--- src/rtl/pwr_domain_pkg.sv ---
`timescale 1ns/1ps
package pwr_domain_pkg;

    typedef enum logic [3:0] {
        OP_UP      = 4'd1,
        OP_DOWN    = 4'd2,
        OP_DELEG   = 4'd3,
        OP_RETRACT = 4'd4,
        OP_SRST    = 4'd5,
        OP_INSPECT = 4'd6
    } pwr_op_e;

    typedef struct packed {
        logic [3:0] dom;
        pwr_op_e    op;
    } pwr_cmd_t;

    localparam int IRQ_W      = 8;
    localparam int IRQ_ONE    = 0;
    localparam int IRQ_ALL    = 1;
    localparam int IRQ_DELEG  = 2;
    localparam int IRQ_RST    = 3;
    localparam int IRQ_RETR   = 4;
    localparam int IRQ_INSP   = 5;
    localparam int IRQ_NALLOW = 6;
    localparam int IRQ_INVAL  = 7;

    localparam int A_ARG      = 0;
    localparam int A_CMD      = 1;
    localparam int A_STATUS   = 2;
    localparam int A_RAW      = 3;
    localparam int A_CLR      = 4;
    localparam int A_MASK     = 5;
    localparam int A_DOM_BASE = 16;
    localparam int DOM_STRIDE = 4;

    localparam int ST_ALLOW_LSB = 0;
    localparam int ST_DELEG_LSB = 8;
    localparam int ST_RPEND     = 16;
    localparam int ST_SRST_OK   = 17;
    localparam int ST_RST_BUSY  = 18;

endpackage

--- src/rtl/pwr_core_seq.sv ---
`timescale 1ns/1ps
module pwr_core_seq #(
    parameter int CORES     = 8,
    parameter int TRANS_CYC = 4
) (
    input  logic             clk_i,
    input  logic             rst_ni,
    input  logic [CORES-1:0] present_i,
    input  logic             start_i,
    input  logic             up_i,
    input  logic [CORES-1:0] mask_i,
    input  logic             wipe_i,
    output logic [CORES-1:0] ready_o,
    output logic [CORES-1:0] trans_o,
    output logic             done_o
);
    localparam int CNT_W = $clog2(TRANS_CYC + 1);

    typedef struct packed {
        logic [CORES-1:0] ready;
        logic [CORES-1:0] trans;
        logic             up;
        logic [CNT_W-1:0] cnt;
    } seq_t;

    seq_t s_q, s_d;
    logic [CORES-1:0] chg;
    logic fin;

    always_comb begin
        s_d = s_q;
        fin = (s_q.trans != '0) && (s_q.cnt == CNT_W'(1));
        chg = up_i ? (mask_i & present_i & ~s_q.ready)
                   : (mask_i & present_i & s_q.ready);
        if (wipe_i) begin
            s_d = '0;
        end else if (s_q.trans != '0) begin
            if (fin) begin
                s_d.ready = s_q.up ? (s_q.ready | s_q.trans) : (s_q.ready & ~s_q.trans);
                s_d.trans = '0;
                s_d.cnt   = '0;
            end else begin
                s_d.cnt = s_q.cnt - CNT_W'(1);
            end
        end else if (start_i && (chg != '0)) begin
            s_d.trans = chg;
            s_d.up    = up_i;
            s_d.cnt   = CNT_W'(TRANS_CYC);
        end
        s_d.ready = s_d.ready & present_i;
    end

    always_ff @(posedge clk_i or negedge rst_ni) begin
        if (!rst_ni) s_q <= '0;
        else         s_q <= s_d;
    end

    assign ready_o = s_q.ready;
    assign trans_o = s_q.trans;
    assign done_o  = fin && !wipe_i;

    p_up_sets_ready_r2: assert property (@(posedge clk_i) disable iff (!rst_ni)
        (fin && s_q.up && !wipe_i) |=> ((s_q.ready & $past(s_q.trans)) == $past(s_q.trans)));

    p_down_clears_ready_r3: assert property (@(posedge clk_i) disable iff (!rst_ni)
        (fin && !s_q.up && !wipe_i) |=> ((s_q.ready & $past(s_q.trans)) == '0));

    p_trans_in_present_r4: assert property (@(posedge clk_i) disable iff (!rst_ni)
        ((s_q.trans & ~present_i) == '0));

    p_trans_hold_r4: assert property (@(posedge clk_i) disable iff (!rst_ni)
        ((s_q.trans != '0) && !fin && !wipe_i) |=> $stable(s_q.trans));

endmodule

--- src/rtl/pwr_cmd_ctrl.sv ---
`timescale 1ns/1ps
module pwr_cmd_ctrl
    import pwr_domain_pkg::*;
#(
    parameter int NUM_DOM = 4,
    parameter int RST_CYC = 6
) (
    input  logic                 clk_i,
    input  logic                 rst_ni,
    input  logic                 cmd_vld_i,
    input  pwr_cmd_t             cmd_i,
    input  logic [NUM_DOM-1:0]   busy_i,
    input  logic                 ec_yield_i,
    input  logic                 srst_ok_i,
    output logic [NUM_DOM-1:0]   start_o,
    output logic                 up_o,
    output logic                 wipe_o,
    output logic [NUM_DOM-1:0]   allowed_o,
    output logic [NUM_DOM-1:0]   deleg_o,
    output logic                 rpend_o,
    output logic                 rst_busy_o,
    output logic [IRQ_W-1:0]     ev_o
);
    localparam int DI_W = (NUM_DOM > 1) ? $clog2(NUM_DOM) : 1;
    localparam int RC_W = $clog2(RST_CYC + 1);

    typedef struct packed {
        logic [NUM_DOM-1:0] deleg;
        logic               rpend;
        logic [DI_W-1:0]    rdom;
        logic               rst_busy;
        logic [RC_W-1:0]    rst_cnt;
    } ctl_t;

    ctl_t s_q, s_d;
    logic dom_ok, is_l2;
    logic [DI_W-1:0] di;

    always_comb begin
        s_d     = s_q;
        start_o = '0;
        ev_o    = '0;
        up_o    = (cmd_i.op == OP_UP);
        wipe_o  = s_q.rst_busy && (s_q.rst_cnt == RC_W'(1));
        dom_ok  = int'(cmd_i.dom) < NUM_DOM;
        is_l2   = (cmd_i.dom == 4'd0);
        di      = cmd_i.dom[DI_W-1:0];

        if (s_q.rst_busy) begin
            if (wipe_o) begin
                s_d.rst_busy = 1'b0;
                s_d.rst_cnt  = '0;
                s_d.deleg    = '0;
                s_d.rpend    = 1'b0;
                ev_o[IRQ_RST] = 1'b1;
            end else begin
                s_d.rst_cnt = s_q.rst_cnt - RC_W'(1);
            end
        end

        if (s_q.rpend && ec_yield_i) begin
            s_d.deleg[s_q.rdom] = 1'b0;
            s_d.rpend           = 1'b0;
            ev_o[IRQ_RETR]      = 1'b1;
            ev_o[IRQ_DELEG]     = 1'b1;
        end

        if (cmd_vld_i) begin
            case (cmd_i.op)
                OP_UP, OP_DOWN: begin
                    if (!dom_ok) ev_o[IRQ_INVAL] = 1'b1;
                    else if (s_q.rst_busy || s_q.deleg[di] || busy_i[di]) ev_o[IRQ_NALLOW] = 1'b1;
                    else start_o[di] = 1'b1;
                end
                OP_DELEG: begin
                    if (!dom_ok) ev_o[IRQ_INVAL] = 1'b1;
                    else if (is_l2 || s_q.rst_busy || s_q.deleg[di] || busy_i[di])
                        ev_o[IRQ_NALLOW] = 1'b1;
                    else begin
                        s_d.deleg[di]   = 1'b1;
                        ev_o[IRQ_DELEG] = 1'b1;
                    end
                end
                OP_RETRACT: begin
                    if (!dom_ok) ev_o[IRQ_INVAL] = 1'b1;
                    else if (is_l2 || s_q.rst_busy || !s_q.deleg[di] || s_q.rpend)
                        ev_o[IRQ_NALLOW] = 1'b1;
                    else begin
                        s_d.rpend = 1'b1;
                        s_d.rdom  = di;
                    end
                end
                OP_SRST: begin
                    if (s_q.rst_busy || !srst_ok_i || s_q.rpend) ev_o[IRQ_NALLOW] = 1'b1;
                    else begin
                        s_d.rst_busy = 1'b1;
                        s_d.rst_cnt  = RC_W'(RST_CYC);
                    end
                end
                OP_INSPECT: begin
                    if (!dom_ok) ev_o[IRQ_INVAL] = 1'b1;
                    else if (s_q.rst_busy) ev_o[IRQ_NALLOW] = 1'b1;
                    else ev_o[IRQ_INSP] = 1'b1;
                end
                default: ev_o[IRQ_INVAL] = 1'b1;
            endcase
        end
    end

    always_ff @(posedge clk_i or negedge rst_ni) begin
        if (!rst_ni) s_q <= '0;
        else         s_q <= s_d;
    end

    assign allowed_o  = ~s_q.deleg;
    assign deleg_o    = s_q.deleg;
    assign rpend_o    = s_q.rpend;
    assign rst_busy_o = s_q.rst_busy;

    p_l2_refused_r8: assert property (@(posedge clk_i) disable iff (!rst_ni)
        (cmd_vld_i && ((cmd_i.op == OP_DELEG) || (cmd_i.op == OP_RETRACT)) && is_l2)
        |-> ev_o[IRQ_NALLOW]);

    p_l2_never_delegated_r8: assert property (@(posedge clk_i) disable iff (!rst_ni)
        !s_q.deleg[0]);

    p_rpend_hold_r7: assert property (@(posedge clk_i) disable iff (!rst_ni)
        (s_q.rpend && !ec_yield_i) |=> s_q.rpend);

    p_srst_gate_r11: assert property (@(posedge clk_i) disable iff (!rst_ni)
        (cmd_vld_i && (cmd_i.op == OP_SRST) && !srst_ok_i && !s_q.rst_busy) |=> !s_q.rst_busy);

    p_deleg_blocks_power_r9: assert property (@(posedge clk_i) disable iff (!rst_ni)
        (cmd_vld_i && dom_ok && s_q.deleg[di]) |-> (start_o == '0));

    p_single_start_r2: assert property (@(posedge clk_i) disable iff (!rst_ni)
        $onehot0(start_o));

endmodule

--- src/rtl/pwr_irq_unit.sv ---
`timescale 1ns/1ps
module pwr_irq_unit
    import pwr_domain_pkg::*;
(
    input  logic             clk_i,
    input  logic             rst_ni,
    input  logic [IRQ_W-1:0] ev_i,
    input  logic             any_busy_i,
    input  logic             clr_wr_i,
    input  logic             mask_wr_i,
    input  logic [IRQ_W-1:0] wdata_i,
    output logic [IRQ_W-1:0] raw_o,
    output logic [IRQ_W-1:0] mask_o,
    output logic             irq_o
);
    typedef struct packed {
        logic [IRQ_W-1:0] raw;
        logic [IRQ_W-1:0] mask;
        logic             busy_prev;
    } irq_t;

    irq_t s_q, s_d;
    logic [IRQ_W-1:0] ev_full;

    always_comb begin
        s_d = s_q;
        ev_full = ev_i;
        ev_full[IRQ_ALL] = ev_i[IRQ_ALL] | (s_q.busy_prev & ~any_busy_i);
        if (clr_wr_i)  s_d.raw  = s_q.raw & ~wdata_i;
        s_d.raw = s_d.raw | ev_full;
        if (mask_wr_i) s_d.mask = wdata_i;
        s_d.busy_prev = any_busy_i;
    end

    always_ff @(posedge clk_i or negedge rst_ni) begin
        if (!rst_ni) s_q <= '0;
        else         s_q <= s_d;
    end

    assign raw_o  = s_q.raw;
    assign mask_o = s_q.mask;
    assign irq_o  = |(s_q.raw & s_q.mask);

    p_clear_bits_r13: assert property (@(posedge clk_i) disable iff (!rst_ni)
        clr_wr_i |=> ((s_q.raw & $past(wdata_i & ~ev_full)) == '0));

    p_raw_sticky_r13: assert property (@(posedge clk_i) disable iff (!rst_ni)
        !clr_wr_i |=> ((s_q.raw & $past(s_q.raw)) == $past(s_q.raw)));

    p_all_changed_idle_r5: assert property (@(posedge clk_i) disable iff (!rst_ni)
        $rose(s_q.raw[IRQ_ALL]) |-> $past(!any_busy_i));

endmodule

--- src/rtl/pwr_domain_ctrl.sv ---
`timescale 1ns/1ps
module pwr_domain_ctrl
    import pwr_domain_pkg::*;
#(
    parameter int NUM_DOM   = 4,
    parameter int CORES     = 8,
    parameter int TRANS_CYC = 4,
    parameter int RST_CYC   = 6,
    parameter int ADDR_W    = 6
) (
    input  logic                       clk_i,
    input  logic                       rst_ni,
    input  logic                       reg_wr_i,
    input  logic [ADDR_W-1:0]          reg_addr_i,
    input  logic [63:0]                reg_wdata_i,
    output logic [63:0]                reg_rdata_o,
    input  logic [NUM_DOM*CORES-1:0]   present_i,
    input  logic                       ec_yield_i,
    input  logic                       soft_rst_ok_i,
    output logic                       irq_o
);
    typedef struct packed {
        logic [63:0] arg;
    } top_t;

    top_t s_q, s_d;

    logic [NUM_DOM-1:0][CORES-1:0] ready_w, trans_w;
    logic [NUM_DOM-1:0] busy_w, done_w, start_w, allowed_w, deleg_w;
    logic up_w, wipe_w, rpend_w, rst_busy_w, cmd_vld;
    logic [IRQ_W-1:0] ctl_ev, ev_all, raw_w, mask_w;
    pwr_cmd_t cmd;

    assign cmd_vld = reg_wr_i && (reg_addr_i == ADDR_W'(A_CMD));
    assign cmd     = pwr_cmd_t'(reg_wdata_i[7:0]);

    always_comb begin
        s_d = s_q;
        if (reg_wr_i && (reg_addr_i == ADDR_W'(A_ARG))) s_d.arg = reg_wdata_i;
    end

    always_ff @(posedge clk_i or negedge rst_ni) begin
        if (!rst_ni) s_q <= '0;
        else         s_q <= s_d;
    end

    for (genvar d = 0; d < NUM_DOM; d++) begin : g_dom
        pwr_core_seq #(.CORES(CORES), .TRANS_CYC(TRANS_CYC)) u_seq (
            .clk_i     (clk_i),
            .rst_ni    (rst_ni),
            .present_i (present_i[d*CORES +: CORES]),
            .start_i   (start_w[d]),
            .up_i      (up_w),
            .mask_i    (s_q.arg[CORES-1:0]),
            .wipe_i    (wipe_w),
            .ready_o   (ready_w[d]),
            .trans_o   (trans_w[d]),
            .done_o    (done_w[d])
        );
        assign busy_w[d] = (trans_w[d] != '0);
    end

    pwr_cmd_ctrl #(.NUM_DOM(NUM_DOM), .RST_CYC(RST_CYC)) u_ctl (
        .clk_i      (clk_i),
        .rst_ni     (rst_ni),
        .cmd_vld_i  (cmd_vld),
        .cmd_i      (cmd),
        .busy_i     (busy_w),
        .ec_yield_i (ec_yield_i),
        .srst_ok_i  (soft_rst_ok_i),
        .start_o    (start_w),
        .up_o       (up_w),
        .wipe_o     (wipe_w),
        .allowed_o  (allowed_w),
        .deleg_o    (deleg_w),
        .rpend_o    (rpend_w),
        .rst_busy_o (rst_busy_w),
        .ev_o       (ctl_ev)
    );

    always_comb begin
        ev_all = ctl_ev;
        ev_all[IRQ_ONE] = ctl_ev[IRQ_ONE] | (|done_w);
    end

    pwr_irq_unit u_irq (
        .clk_i      (clk_i),
        .rst_ni     (rst_ni),
        .ev_i       (ev_all),
        .any_busy_i (|busy_w),
        .clr_wr_i   (reg_wr_i && (reg_addr_i == ADDR_W'(A_CLR))),
        .mask_wr_i  (reg_wr_i && (reg_addr_i == ADDR_W'(A_MASK))),
        .wdata_i    (reg_wdata_i[IRQ_W-1:0]),
        .raw_o      (raw_w),
        .mask_o     (mask_w),
        .irq_o      (irq_o)
    );

    always_comb begin
        reg_rdata_o = '0;
        if (reg_addr_i == ADDR_W'(A_ARG)) begin
            reg_rdata_o = s_q.arg;
        end else if (reg_addr_i == ADDR_W'(A_STATUS)) begin
            reg_rdata_o[ST_ALLOW_LSB +: NUM_DOM] = allowed_w;
            reg_rdata_o[ST_DELEG_LSB +: NUM_DOM] = deleg_w;
            reg_rdata_o[ST_RPEND]    = rpend_w;
            reg_rdata_o[ST_SRST_OK]  = soft_rst_ok_i;
            reg_rdata_o[ST_RST_BUSY] = rst_busy_w;
        end else if (reg_addr_i == ADDR_W'(A_RAW)) begin
            reg_rdata_o[IRQ_W-1:0] = raw_w;
        end else if (reg_addr_i == ADDR_W'(A_MASK)) begin
            reg_rdata_o[IRQ_W-1:0] = mask_w;
        end
        for (int d = 0; d < NUM_DOM; d++) begin
            if (reg_addr_i == ADDR_W'(A_DOM_BASE + DOM_STRIDE*d))
                reg_rdata_o[CORES-1:0] = present_i[d*CORES +: CORES];
            if (reg_addr_i == ADDR_W'(A_DOM_BASE + DOM_STRIDE*d + 1))
                reg_rdata_o[CORES-1:0] = ready_w[d];
            if (reg_addr_i == ADDR_W'(A_DOM_BASE + DOM_STRIDE*d + 2))
                reg_rdata_o[CORES-1:0] = trans_w[d];
        end
    end

endmodule

--- config.mk ---
export PLATFORM = sky130hd
export DESIGN_NAME = pwr_domain_ctrl
export DESIGN_NICKNAME = d
export VERILOG_FILES = /design/src/rtl/pwr_domain_pkg.sv /design/src/rtl/pwr_core_seq.sv /design/src/rtl/pwr_cmd_ctrl.sv /design/src/rtl/pwr_irq_unit.sv /design/src/rtl/pwr_domain_ctrl.sv
export SDC_FILE = /design/constraint.sdc
export NUM_CORES = 1
export LEC_CHECK = 0
export BUFFER_PORTS_ARGS = -buffer_cell sky130_fd_sc_hd__buf_2
export CAP_MARGIN = 20
export CORE_ASPECT_RATIO = 0.7
export CORE_MARGIN = 8
export CORE_UTILIZATION = 50
export DETAILED_ROUTE_END_ITERATION = 16
export PLACE_DENSITY = 0.71
export SLEW_MARGIN = 20
export SYNTH_ARGS = -nofsm -noshare
export SYNTH_HDL_FRONTEND = slang
export SYNTH_HIERARCHICAL = 1
export SYNTH_SLANG_ARGS = --single-unit
--- constraint.sdc ---
create_clock -name clk_i -period 6.3 [get_ports clk_i]
set_input_delay 0.315 -clock clk_i [delete_from_list [all_inputs] [get_ports clk_i]]
set_output_delay 0.315 -clock clk_i [all_outputs]
set_load 0.005 [all_outputs]
==> flow_summary.json, run 1 <==
{
  "total_track_usage_pct": 25.66,
  "period_minus_slack_ns": 3.609,
  "grt_antenna_before_repair": 2,
  "worstSetupEndpointType": "flop",
  "die-height_um": 143.5,
  "htree_levels": 4,
  "detailed_place.area_mm2": 0.01191,
  "via_count_of_the_first_global_routing_pass": 9378,
  "finalMaxSlewViolations": 0,
  "cts_setup_buffers": 0,
  "proportion_of_synthesized_chip_area_in_sequential_cells_pct": 37.10,
  "placementRows": 46,
  "timing.critical_path.fanout_max": 59,
  "primary_ff_master_synth": "sky130_fd_sc_hd__dfrtp_1",
  "cts.path.max_buffers": 2,
  "synthToLayoutAreaGrowth_pct": 8.249,
  "dieArea_mm2": 0.02841,
  "postLayoutCellArea_mm2": 0.01256,
  "vias_per_cell": 6.184,
  "finalWeightedCongestion": 1.011,
  "dp_hpwl_um": 26230,
  "post-route-period-util_pct": 57.29,
  "irDropWorstVdd_v": 0.0001899,
  "async_reset_ff_share_pct": 100.0,
  "clkTransAtPathRegs_ns": 0.07,
  "initial_core_util_pct": 51.03,
  "route.vias.total": 9597,
  "drt_first_iter_violations": 1202,
  "synth.avg_cell_area_um2": 9.799,
  "grt_start_max_net_pins": 100,
  "synth_largest_type_area_fraction_pct": 37.10,
  "finalSetupViolCount": 0,
  "power.leakage_nw": 6.280,
  "post_drt_wl_per_cell_um": 23.66,
  "final_hold_viol_count": 19,
  "final_layout_size_suffix_gt1_share_pct": 27.44,
  "crit_arrival_ns": 3.91,
  "synth.top_cells.by_count": "sky130_fd_sc_hd__dfrtp_1 (172), sky130_fd_sc_hd__nand2_1 (130), sky130_fd_sc_hd__buf_4 (88)",
  "first_pass_iters": 6,
  "cts_tree": "done",
  "p_total_mw": 2.725,
  "critPathLaunchType": "primary input",
  "timing.critical_path.required_ns": 6.60,
  "worst_clock_skew_ns": 0.01181,
  "post_cts_hold_buffer_count": 0,
  "yosys-top-cells-area": "sky130_fd_sc_hd__dfrtp_1 (37%), sky130_fd_sc_hd__mux2_4 (7.8%), sky130_fd_sc_hd__buf_4 (5.7%)",
  "critical_path_start_end_classification": "in -> reg",
  "final_core_utilization_pct": 55.24,
  "numPortBuffers": 171,
  "failed_checks": "negative hold slack",
  "tightestPinTransition_ns": 1.063,
  "yosys_warnings": 6,
  "nNetsFinal": 1343,
  "fmax_mhz": 277.1,
  "synthCells": 1184,
  "drc": 0,
  "rsz0062_at_grt": "no",
  "post_cts_repair_resize_count": 0,
  "fin_worst_hold_slack_ns": -0.06659,
  "fillers": 2017,
  "min_path_type": "in -> async",
  "gr_overflow_total": 0,
  "synth_enable_flop_cells": 0,
  "netlist.top_cell.by_area": "sky130_fd_sc_hd__dfrtp_1",
  "timing.max_cap.violations": 0,
  "number_of_sinks_handled_by_clock_tree_synthesis": 172,
  "synth_area_mm2": 0.01160,
  "root_buffer": "sky130_fd_sc_hd__clkbuf_16",
  "worst_skew_pair.late_latency_ns": 0.44,
  "core_area_mm2": 0.02273,
  "synth.most_common_cell": "sky130_fd_sc_hd__dfrtp_1",
  "ios": 172,
  "postRouteAntennaNets": 0,
  "synth.distinct_cells": 86,
  "fin_setup_tns_ns": 0,
  "wirelength_um": 36720,
  "grt_pass1_wl_um": 56180,
  "max_slew_margin_pct": 28.41,
  "numCtsBuffers": 17,
  "powerDensity_mw_per_mm2": 216.9,
  "die_width_um": 198.1,
  "synthesized_flop_and_latch_total": 172,
  "outcome": "finished, violations left"
}
-- where the power goes --
group / internal (mW) / switching, mW / total (mW)
Clock: 0.684 / 0.478 / 1.16
Sequential: 1.17 / 0.0729 / 1.24
Combinational: 0.153 / 0.165 / 0.318
Total: 2.01 / 0.715 / 2.72
-- cells in the final DEF (no fill, tap or decap), types with 19 or more instances in the layout --
cell	Yosys	layout
sky130_fd_sc_hd__mux2_4	60	60
sky130_fd_sc_hd__nor2_1	28	27
sky130_fd_sc_hd__buf_2	14	170
sky130_fd_sc_hd__nand3_1	35	35
sky130_fd_sc_hd__inv_1	35	34
sky130_fd_sc_hd__xor2_1	32	32
sky130_fd_sc_hd__a21oi_1	31	31
sky130_fd_sc_hd__and3_1	54	54
sky130_fd_sc_hd__dfrtp_1	172	172
sky130_fd_sc_hd__o21ai_0	19	19
sky130_fd_sc_hd__and2_1	20	20
sky130_fd_sc_hd__mux2i_1	49	49
sky130_fd_sc_hd__a32oi_1	22	22
sky130_fd_sc_hd__mux2_2	22	22
sky130_fd_sc_hd__nor3b_1	38	38
sky130_fd_sc_hd__nand2_1	130	130
sky130_fd_sc_hd__o21ai_1	31	31
-- cells by family after synthesis --
group,Yosys count,share of synthesized area (%)
buffers and inverters,193,10.02
xor gates and xnor gates,33,2.491
DFF,172,37.10
adders and majority gates,10,1.078
and+or+nand+nor,416,20.77
AOI/OAI and AO/OA,227,14.19
other,1,0.03232
muxes,132,14.32
-- stage by stage --
step	worst slack (ns)	std cells
4_1_cts	2.811	1551
5_1_grt	2.542	1552
3_5_place_dp	2.346	1519
3_3_place_gp	2.480	1519
6_report	2.691	1552
2_1_floorplan	2.810	1185
-- per-layer routing --
| metal | up-vias | track usage, % | part of all wire (%) |
|---|---|---|---|
| li1 | 4297 | - | - |
| met1 | 4746 | 36.45 | 45 |
| met2 | 486 | 36.61 | 43 |
| met3 | 66 | 8.435 | 10 |
| met4 | 2 | 7.210 | 1.9 |
| met5 | - | 0 | 0.035 |
-- state kept, by name (all words and copies together) (netlist names) --
signal and cells:
u_ctl/rpend_o 1, u_irq/mask_o 8, g_dom.u_seq/s_q 16, g_dom.u_seq/ready_o 32
u_ctl/deleg_o 4, u_ctl/rst_busy_o 1, u_irq/s_q 1, u_ctl/s_q 5
g_dom.u_seq/trans_o 32, u_irq/raw_o 8, s_q 64
-- path summary, 6_finish.rpt --
path                                      startpoint                   endpoint  slack, ns  cells after the start
setup / recovery                       reg_addr_i[2]      g_dom[3].u_seq/s_q[1]       2.69                     10
hold / removal                                rst_ni                    s_q[21]      -0.07                      1
hold reg to reg                         u_irq/s_q[0]             u_irq/raw_o[1]       0.49                      1
max in group asynchronous                     rst_ni  g_dom[2].u_seq/ready_o[7]       4.77                      2
setup reg to reg           g_dom[1].u_seq/trans_o[0]      g_dom[3].u_seq/s_q[1]       3.03                      8
min in group clk_i                   reg_wdata_i[17]                    s_q[17]       0.10                      2
-- layout make-up --
type,count,area (µm²),share of cell area [%]
well taps,312,390.4,3.108
diodes,1,2.502,0.01992
inverters,35,131.4,1.046
flip-flops and latches,172,4304,34.27
clock inverters,14,205.2,1.634
multi-input cells,820,6157,49.02
clock buffers,18,439.2,3.497
repair buffers,180,929.6,7.402
-- worst max-delay path, stage by stage --
cell and delay [ns]:
sky130_fd_sc_hd__buf_2 0.28, sky130_fd_sc_hd__nor4_4 0.21, sky130_fd_sc_hd__buf_4 0.48, sky130_fd_sc_hd__and3_1 0.31
sky130_fd_sc_hd__or4b_1 0.50, sky130_fd_sc_hd__or3_1 0.51, sky130_fd_sc_hd__nor4_1 0.63, sky130_fd_sc_hd__inv_1 0.14
sky130_fd_sc_hd__a41oi_1 0.35, sky130_fd_sc_hd__o32ai_1 0.15
Note: power is estimated with default switching activity, not from simulation.
==> inputs of run 2 (changes only) <==
Settings changed: PLACE_DENSITY 0.71 to 0.74.
Clock period 6.3 ns to 3.2 ns, I/O delays scaled along.
==> flow_summary.json, run 2 (same netlist as run 1, synthesis figures left out) <==
{
  "core_area_mm2": 0.02273,
  "setup.worst_path.start": "g_dom[2].u_seq/trans_o[2]",
  "min_path_type": "in -> reg",
  "dieArea_mm2": 0.02841,
  "first_pass_iters": 6,
  "met3_length_um": 3679,
  "drt_first_iter_violations": 1066,
  "worst_skew_pair.late_latency_ns": 0.44,
  "slowest_stage": "sky130_fd_sc_hd__a311o_2",
  "die_width_um": 198.1,
  "detailed_place.area_mm2": 0.01212,
  "initial_core_util_pct": 51.03,
  "grt_pass1_wl_um": 57340,
  "timing.critical_path.cells": "nor4_1 -> nand2_1 -> a311o_2 -> nor4_1 -> buf_4 -> inv_1 -> a41oi_1 -> o32ai_1",
  "route.vias.total": 9898,
  "largest_register_ffs": 64,
  "post_layout_nonfiller_instances": 1642,
  "critPathLaunchType": "flop",
  "setup_slack_of_the_most_critical_reg_to_reg_path_ns": 0.39,
  "worstSetupEndpointType": "flop",
  "dp_cells": 1539,
  "max_slew_margin_pct": 41.86,
  "internal_mw": 3.934,
  "worst_r2r_path_depth": 8,
  "tightestPinTransition_ns": 0.8702,
  "final_hold_viol_count": 0,
  "synthToLayoutAreaGrowth_pct": 15.87,
  "wirelength_um": 37200,
  "timing.critical_path.fanout_max": 6,
  "total_switching_power_mw": 1.478,
  "finalWeightedCongestion": 0.9805,
  "p_sw_share_pct": 27.31,
  "seq_area_mm2": 0.004304,
  "vias_per_cell": 6.028,
  "outcome": "completed",
  "fmax_mhz": 355.7,
  "fillers": 1942,
  "number_of_sinks_handled_by_clock_tree_synthesis": 172,
  "nNetsFinal": 1432,
  "max_stage_delay_ns": 0.51,
  "end_point_of_the_critical_path": "g_dom[0].u_seq/s_q[1]",
  "place_worst_setup_slack_ns": 0.2153,
  "critical-path-top-cell-by-count": "sky130_fd_sc_hd__nor4_1",
  "dp_hpwl_um": 26370,
  "routedLengthMet1_um": 16350,
  "grt_antenna_before_repair": 2,
  "post-route-period-util_pct": 87.85,
  "fin_worst_hold_slack_ns": 0.01817,
  "reg2reg_to": "g_dom[0].u_seq/s_q[1]",
  "power.leakage_nw": 6.671,
  "wl_met2_um": 16370,
  "min_setup_slack_post_route_ns": 0.3888,
  "period_minus_slack_ns": 2.811,
  "placementRows": 46,
  "cts_setup_buffers": 0,
  "postLayoutCellArea_mm2": 0.01344,
  "irDropWorstVdd_v": 0.0003835,
  "ios": 172,
  "die-height_um": 143.5,
  "finalMaxSlewViolations": 0,
  "powerDensity_mw_per_mm2": 402.6,
  "power.combinational.fraction_pct": 13.3,
  "highest_layer": "met5",
  "post_drt_wl_per_cell_um": 22.66,
  "final_layout_size_suffix_gt1_share_pct": 27.18,
  "numPortBuffers": 171,
  "total_track_usage_pct": 26.05,
  "gr_overflow_total": 0,
  "via_count_of_the_first_global_routing_pass": 9685,
  "rsz0062_at_grt": "no",
  "drc": 0,
  "r2r-start": "g_dom[2].u_seq/trans_o[2]",
  "critical_path_start_end_classification": "reg -> reg",
  "cts_tree": "done",
  "fin_setup_tns_ns": 0,
  "seqPwrFrac_pct": 45.1,
  "timing.critical_path.required_ns": 3.50,
  "post_cts_repair_resize_count": 0,
  "timing.hold.worst.start": "present_i[16]",
  "multi_input_area_mm2": 0.006163,
  "top_register": "s_q",
  "cts.path.max_buffers": 2,
  "p_total_mw": 5.413,
  "crit_arrival_ns": 3.11,
  "timing.max_cap.violations": 0,
  "layout_commonest_cell": "sky130_fd_sc_hd__dfrtp_1",
  "numCtsBuffers": 17,
  "mostFrequentLayoutCells": "sky130_fd_sc_hd__dfrtp_1 (172), sky130_fd_sc_hd__buf_2 (170), sky130_fd_sc_hd__nand2_1 (130)",
  "power_frac_clock_pct": 41.6,
  "htree_levels": 4,
  "grt_start_max_net_pins": 67,
  "final_core_utilization_pct": 59.14,
  "clkTransAtPathRegs_ns": 0.07,
  "finalSetupViolCount": 0,
  "postRouteAntennaNets": 0,
  "post_cts_hold_buffer_count": 69,
  "root_buffer": "sky130_fd_sc_hd__clkbuf_16",
  "worst_clock_skew_ns": 0.01490
}
run 2: cell types whose count changed in the layout (fill, tap and decap cells not counted), sizes merged:
cell	delta
diode	+1
bufinv	-1
clkbuf	-1
buf	+20
clkinvlp	+2
dlygate4sd3	+69
run 2: worst min path at each step:
| stage | end | slack, ns | cells after the start |
|---|---|---|---|
| floorplan | g_dom[0].u_seq/ready_o[0] | -0.14 | 0 |
| global placement | s_q[23] | 0.21 | 1 |
| detailed placement | s_q[22] | 0.21 | 1 |
| CTS | g_dom[3].u_seq/trans_o[1] | 0.00001 | 3 |
| global route | g_dom[3].u_seq/ready_o[1] | 0.009 | 2 |
| finish | g_dom[2].u_seq/trans_o[0] | 0.02 | 3 |
run 2: critical path: cells and delay by family (launching register included):
family                 cells  cell delay (ns)
AO/OA/AOI/OAI              3             0.93
buffers and inverters      2             0.25
flip-flops                 1             0.49
AND/OR/NAND/NOR            3             0.99
run 2: layout make-up:
class,instances,area share (%)
Antenna cell,2,0.03723
Clock buffer,17,3.164
Clock inverter,15,1.517
Inverter,35,0.9772
Multi-Input combinational cell,820,45.84
Sequential cell,172,32.02
Tap cell,312,2.904
Timing Repair Buffer,269,13.54
run 2: per-layer routing:
metal	GRT usage (%)	up-vias
met2	38.91	477
met1	36.18	4864
met5	0	-
met4	6.936	2
li1	-	4490
met3	7.874	65
run 2: power by group through the flow:
| stage | registers [mW] | clock network [mW] | logic (mW) |
|---|---|---|---|
| global placement | 2.46 | 0 | 0.629 |
| floorplan | 2.41 | 0 | 0.413 |
| CTS | 2.43 | 2.29 | 0.709 |
| global route | 2.45 | 2.37 | 0.773 |
| detailed placement | 2.47 | 0 | 0.638 |
| finish | 2.44 | 2.25 | 0.720 |
